--- config.mk ---
export PLATFORM = sky130hd
export DESIGN_NAME = lts_scan_sel
export DESIGN_NICKNAME = d
export VERILOG_FILES = /design/src/rtl/lts_pkg.sv /design/src/rtl/lts_lfsr.sv /design/src/rtl/lts_weight.sv /design/src/rtl/lts_chain_mux.sv /design/src/rtl/lts_scan_sel.sv
export SDC_FILE = /design/constraint.sdc
export NUM_CORES = 1
export LEC_CHECK = 0
export BUFFER_PORTS_ARGS = -buffer_cell sky130_fd_sc_hd__buf_2
export CORE_MARGIN = 2
export CORE_UTILIZATION = 35
export CTS_BUF_LIST = sky130_fd_sc_hd__clkbuf_4 sky130_fd_sc_hd__clkbuf_8
export DETAILED_ROUTE_END_ITERATION = 7
export HOLD_SLACK_MARGIN = 0.12
export SYNTH_ARGS = -nofsm -noshare
export SYNTH_HDL_FRONTEND = slang
export SYNTH_HIERARCHICAL = 1
export SYNTH_SLANG_ARGS = --single-unit
export TNS_END_PERCENT = 30
--- constraint.sdc ---
create_clock -name clk -period 3 [get_ports clk]
set_input_delay 0.3 -clock clk [delete_from_list [all_inputs] [get_ports clk]]
set_output_delay 0.3 -clock clk [all_outputs]
set_load 0.02 [all_outputs]
--- src/rtl/lts_pkg.sv ---
package lts_pkg;
  localparam int unsigned WEIGHT_W   = 3;
  localparam int unsigned MAX_WEIGHT = (1 << WEIGHT_W) - 1;
  typedef logic [WEIGHT_W-1:0] weight_t;
endpackage

--- src/rtl/lts_lfsr.sv ---
// Shared random state: data bits from the low end, weighting bits from the top end.
module lts_lfsr #(
  parameter int unsigned W      = 40,
  parameter int unsigned CHAINS = 8,
  parameter int unsigned NWB    = 7,
  parameter logic [W-1:0] TAPS       = 40'hA000140000,
  parameter logic [W-1:0] RESET_SEED = 40'h1
) (
  input  logic              clk,
  input  logic              rst,
  input  logic              advance,
  input  logic              load,
  input  logic [W-1:0]      seed,
  output logic [CHAINS-1:0] data_bits,
  output logic [NWB-1:0]    weight_bits
);
  logic [W-1:0] state_q;

  always_ff @(posedge clk) begin
    if (rst)          state_q <= RESET_SEED;
    else if (load)    state_q <= (seed == '0) ? W'(1) : seed;   // never lock at zero
    else if (advance) state_q <= {state_q[W-2:0], ^(state_q & TAPS)};
  end

  assign data_bits = state_q[CHAINS-1:0];

  for (genvar j = 0; j < NWB; j++) begin : g_wbit
    assign weight_bits[j] = state_q[W-1-j];
  end
endmodule

--- src/rtl/lts_weight.sv ---
// Fresh decision: AND of the first `weight` weighting bits.
module lts_weight
  import lts_pkg::*;
#(
  parameter int unsigned NWB = MAX_WEIGHT
) (
  input  weight_t        weight,
  input  logic [NWB-1:0] wbits,
  output logic           fresh
);
  logic [NWB-1:0] term;

  for (genvar j = 0; j < NWB; j++) begin : g_term
    // a bit beyond the selected count is masked to 1
    assign term[j] = wbits[j] | (32'(weight) <= j);
  end

  assign fresh = &term;
endmodule

--- src/rtl/lts_chain_mux.sv ---
// One chain head: repeat-or-fresh selector plus its history bit.
module lts_chain_mux (
  input  logic clk,
  input  logic rst,
  input  logic shift_en,
  input  logic fresh_all,
  input  logic bypass,
  input  logic rnd,
  output logic bit_out,
  output logic hist_q
);
  logic take_fresh;

  assign take_fresh = fresh_all | bypass;
  assign bit_out    = take_fresh ? rnd : hist_q;

  always_ff @(posedge clk) begin
    if (rst)           hist_q <= 1'b0;
    else if (shift_en) hist_q <= bit_out;
  end
endmodule

--- src/rtl/lts_scan_sel.sv ---
module lts_scan_sel
  import lts_pkg::*;
#(
  parameter int unsigned CHAINS = 8,
  parameter int unsigned LFSR_W = 40,
  parameter logic [LFSR_W-1:0] TAPS       = 40'hA000140000,
  parameter logic [LFSR_W-1:0] RESET_SEED = 40'h1
) (
  input  logic              clk,
  input  logic              rst,
  input  logic              shift_en,
  input  logic [2:0]        weight,
  input  logic [CHAINS-1:0] bypass_mask,
  input  logic              seed_load,
  input  logic [LFSR_W-1:0] seed,
  output logic [CHAINS-1:0] scan_in
);
  localparam int unsigned NWB = MAX_WEIGHT;

  logic [CHAINS-1:0] rnd_data;
  logic [NWB-1:0]    rnd_wbits;
  logic [CHAINS-1:0] prev_q;
  logic              fresh_all;

  lts_lfsr #(
    .W(LFSR_W), .CHAINS(CHAINS), .NWB(NWB), .TAPS(TAPS), .RESET_SEED(RESET_SEED)
  ) u_lfsr (
    .clk(clk), .rst(rst), .advance(shift_en), .load(seed_load), .seed(seed),
    .data_bits(rnd_data), .weight_bits(rnd_wbits)
  );

  lts_weight #(.NWB(NWB)) u_weight (
    .weight(weight_t'(weight)), .wbits(rnd_wbits), .fresh(fresh_all)
  );

  for (genvar c = 0; c < CHAINS; c++) begin : g_chain
    lts_chain_mux u_mux (
      .clk(clk), .rst(rst), .shift_en(shift_en), .fresh_all(fresh_all),
      .bypass(bypass_mask[c]), .rnd(rnd_data[c]),
      .bit_out(scan_in[c]), .hist_q(prev_q[c])
    );
  end
endmodule

# Word level (Yosys, flattened, before mapping)
# Cells that the tools add are included.
# W data, S select, Z words.
[word_totals]
register_bits = 48
input_bits = 55
output_inout_bits = 8
elab_cells = 46
[op_classes]
magnitude_cmp = 7
n_mux = 11
bitwise_logic = 15
n_reduce_logical = 4
[op_table]
columns = ["cell", "count"]
rows = [
  ["$mux W40", 3],
  ["$logic_not A40 Y1", 1],
  ["$reduce_xor A40 Y1", 1],
  ["$or A1 B1 Y1", 15],
  ["$le A3 B3 Y1 const B", 3],
  ["$mux W1", 8],
  ["$reduce_and A7 Y1", 1],
  ["$le A3 B1 Y1 const B", 2],
  ["$le A3 B2 Y1 const B", 2],
  ["$reduce_bool A2 Y1", 1],
]

# Logic depth before layout (Yosys ltp)
[logic_depth]
depth_word = 5
ltp_mapped = 6
mapped_depth_nobuf = 5

# By module
# Netlist, hierarchy kept.
[modules_own_cells]
columns = ["module", "instances", "cells_per_inst", "area_per_inst_um2", "seq_area_each_um2"]
rows = [
  ["lts_lfsr", 1, 249, 2035.7, 800.8],
  ["lts_chain_mux", 8, 7, 65.1, 20.0],
  ["lts_weight", 1, 10, 65.1, 0.0],
]

# Worst setup path before layout
# No wires, ideal clock.
[synth_timing]
path_type = "register -> output"
from = "reg u_lfsr.state_q[37]"
to = "out scan_in[0]"
arrival_time_ns = 2.174
required_time_ns = 2.700
setup_slack_ns = 0.526
path_stages_with_launch = 7
n_path_buf = 1
path_cell_list = "dfxtp_1 buf_4 nand4_1 o21a_1 a311oi_1 nor2_1 mux2_1"
[synth_via]
elab_chain_cells = 4
[synth_lines]
columns = ["item", "line_no", "text"]
rows = [
  ["from (decl)", "lts_lfsr.sv:17", "logic [W-1:0] state_q;"],
  ["from (signal assigned)", "lts_lfsr.sv:21", "else if (load) state_q <= (seed == '0) ? W'(1) : seed;"],
  ["from (signal assigned)", "lts_lfsr.sv:22", "else if (advance) state_q <= {state_q[W-2:0], ^(state_q & TAPS)};"],
  ["$or A1 B1 Y1", "lts_weight.sv:15", "assign term[j] = wbits[j] | (32'(weight) <= j);"],
  ["$reduce_and A7 Y1", "lts_weight.sv:18", "assign fresh = &term;"],
  ["via fresh_all", "lts_scan_sel.sv:23", "logic fresh_all;"],
  ["$or A1 B1 Y1", "lts_chain_mux.sv:14", "assign take_fresh = fresh_all | bypass;"],
  ["$mux W1", "lts_chain_mux.sv:15", "assign bit_out = take_fresh ? rnd : hist_q;"],
  ["to (decl)", "lts_scan_sel.sv:16", "output logic [CHAINS-1:0] scan_in"],
]
# The timed path passes the listed nets, and every way through them passes these cells.

# Final worst setup path
[layout_timing]
from = "reg u_lfsr.state_q[39]"
to = "out scan_in[2]"
# Same word-level chain as after synthesis.

==> key figures <==
Outcome
  • Status: complete, no violations

Global route
  • Number of global-route vias before repair: roughly 2,100
  • All-layer global routing usage: around 14%
  • Pin count of the biggest net entering global routing: 57
  • Initial antenna violation count: 0
  • GRT overflow: 0
  • First-pass GRT wire length: between 9000 and 10,000 um

STA
  • Hold Vio Cnt, Final: 0
  • Tmin final: roughly 2.3 ns
  • Max Clk Rate: 427 MHz
  • Clock Skews: around 0.0098 ns
  • Final worst setup slack: around 0.66 ns
  • Hold WS: ~0.24 ns
  • Final setup vio count: 0
  • Setup TNS: 0 ns
  • Pins Over Slew Limit: 0
  • Period utilization: 78.1%
  • Max-slew headroom: about 36%
  • RSZ-0062 raised after global routing: false
  • Slew at the pin closest to its max-slew limit: 0.964 ns

Job
  • Max cap viols: 0

Clocking
  • Cts hold-fix bufs: 0
  • Sinks on Clock Net: 48
  • CTS tree: done
  • Post-CTS Setup Inserts: 0
  • Quantity of gates resized following cts: 0
  • Worst-Skew Late Latency: roughly 0.3 ns
  • CTS buffer count: 5
  • Worst-path clk slew: 0.08 ns
  • Root buffer cell: clkbuf_8
  • Longest Clk Path Bufs: 2
  • H-tree depth: 2

Floorplan
  • Row Count: 31
  • Initial Util: a little over a third
  • Die Ht: approximately 90 um
  • Die X-Extent: between 90 and 100 um
  • Full die area: ~8200 um2
  • Ports: 63
  • CORE AREA: around 7300 um2

Power
  • PwrDens: between 400 and 500 nW/um2
  • Clock power share: 30.6%
  • Sequential cell fraction of total power: between 50% and 60%
  • Psw: approximately 0.35 mW
  • Sw Ratio: 26.1%
  • Comb pwr share: between 15 and 20%
  • P_leak: about 1.3 nW
  • VDD IR max: around 0.19 mV
  • Tot Pwr: around 1.3 mW
  • Cell-internal power: 0.985 mW

Synth
  • Largest family of logic cells by synthesized area: simple AND/OR/NAND/NOR gates
  • Mean Syn Cell Area: 8.32 um2
  • Post-synthesis simple-gate area fraction: between 20 and 25%
  • XOR/XNOR Fraction of Synth Area: ~1.0%
  • Ys async rst share: 0%
  • Compound-Gate Fraction of Synth Area: between 10% and 20%
  • Post-synth EDFFs: 0
  • Yosys top cell area share: a little over a third
  • Synth cell types: 28
  • Post-synthesis mux area share: between 20% and 30%
  • Syn. warnings: 6
  • FF+latch count, synth: between 40 and 50
  • Cell taking the most area after synthesis: dfxtp_1
  • Synthesized instance count: between 300 and 400
  • Fraction of the mapped netlist area in adder cells: 0%
  • Area contributors post-synth: dfxtp_1 (37%), mux2i_1 (18%), nor2_1 (12%), a21oi_1 (7.3%), buf_4 (4.6%)
  • Syn Nets: 370
  • Netlist Area Pre-Place: 2620 um2
  • Synth Flop Type: dfxtp_1
  • Register area share after synthesis: between 30% and 40%

Detailed routing
  • First-pass DRT Iterations: 4
  • Vias per inst: between 4 and 5
  • DR iter-0 viols: 84
  • Final WL: ~5400 um
  • Vias: between 2,000 and 2,500
  • DR DRC count: 0
  • Final ANT Viol Nets: 0
  • Drt wl/cell: around 12 um

Critical path
  • Critical Path Sink Type: output port
  • Crit path max fanout: 16
  • Req. time, crit path: roughly 2.7 ns
  • Worst R2R Start: u_lfsr/state_q[39]$_SDFFE_PP0P_
  • Critical path class: flip-flop to output port
  • CP startpoint: u_lfsr/state_q[39]$_SDFFE_PP0P_
  • R2R depth: 6
  • Startpoint Class: flip-flop
  • Crit path arrival time: about 2 ns

Place
  • DP Worst Slack: about 0.99 ns
  • DPL Wire Length: between 3000 and 4000 um
  • # port buffers: 62
  • Final Wtd Congestion: ~0.75
  • Dpl cells: ~450
  • Placed Area: roughly 2900 um2

Layout
  • Layout cells sized above 1: 21.1%
  • N_diodes: 0
  • Layout Area Growth over Synthesis: 12.9%
  • Post-route insts no fill: around 450
  • Nets: slightly above 400
  • Commonest non-fill, non-tap cell in the layout: nor2_1
  • Commonest non-fill, non-tap cells in the layout: nor2_1 (86), buf_2 (62), dfxtp_1 (48), mux2i_1 (46), a21oi_1 (38)
  • End-of-flow core utilization: 40.8%
  • Design area: 2960 um2

Hold path
  • Hold path depth: 2
  • Tightest Hold Check Type: primary input to flip-flop
  • Hold path start: seed[0]
Yosys cell counts, types with 3 or more instances:
cell,n
nor2_1,86
dfxtp_1,48
mux2i_1,46
a21oi_1,38
buf_4,16
or2b_1,16
nor4_1,9
o21ai_0,9
clkbuf_1,8
mux2_1,8
buf_2,4
buf_6,3
nand4_1,3
nor3_1,3
xnor2_1,3
worst max-delay path, cell delays in order (launching register included):
cell and delay, ns:
dfxtp_1 0.35, and2_2 0.18, a221oi_1 0.35, a311oi_2 0.07
buf_4 0.19, nor2_1 0.11, mux2_1 0.33, buf_2 0.16
metal layers:
layer,track usage [%],vias to the layer above,part of all wire (%)
met3,3.51,8,5.2
met1,16.3,939,47
li1,-,1147,-
met2,23.6,50,46
met4,4.23,0,1.7
met5,0,-,0
worst paths after layout:
check / end / slack, ns
min reg2reg: g_chain[1].u_mux/hist_q$_SDFFE_PP0P_ / 0.55
min: u_lfsr/state_q[0]$_SDFFE_PP1P_ / 0.24
max reg2reg: g_chain[7].u_mux/hist_q$_SDFFE_PP0P_ / 1.39
max: scan_in[2] / 0.66
power groups by stage:
stage / logic [mW] / clock network, mW / registers [mW]
3_5_place_dp: 0.229 / 0 / 0.712
4_1_cts: 0.231 / 0.423 / 0.697
2_1_floorplan: 0.177 / 0 / 0.703
3_3_place_gp: 0.226 / 0 / 0.712
6_report: 0.228 / 0.409 / 0.697
5_1_grt: 0.258 / 0.448 / 0.702
final cells by class:
| class | instances | area, um2 |
|---|---|---|
| well taps | 99 | 124 |
| clock buffers | 8 | 97.6 |
| fillers | 770 | 4290 |
| multi-input cells | 233 | 1440 |
| inverters | 1 | 3.75 |
| flip-flops and latches | 48 | 961 |
| repair buffers | 65 | 333 |
state kept, by name (all words and copies together) (netlist names):
signal,cells
g_chain.u_mux/hist_q,8
u_lfsr/state_q,40
kinds of logic after synthesis:
logic type             after synthesis
XOR/XNOR                             3
AO/OA/AOI/OAI                       54
flip-flops                          48
AND/OR/NAND/NOR                    122
buffers and inverters               34
multiplexers                        54
(Power assumes the default switching activity.)
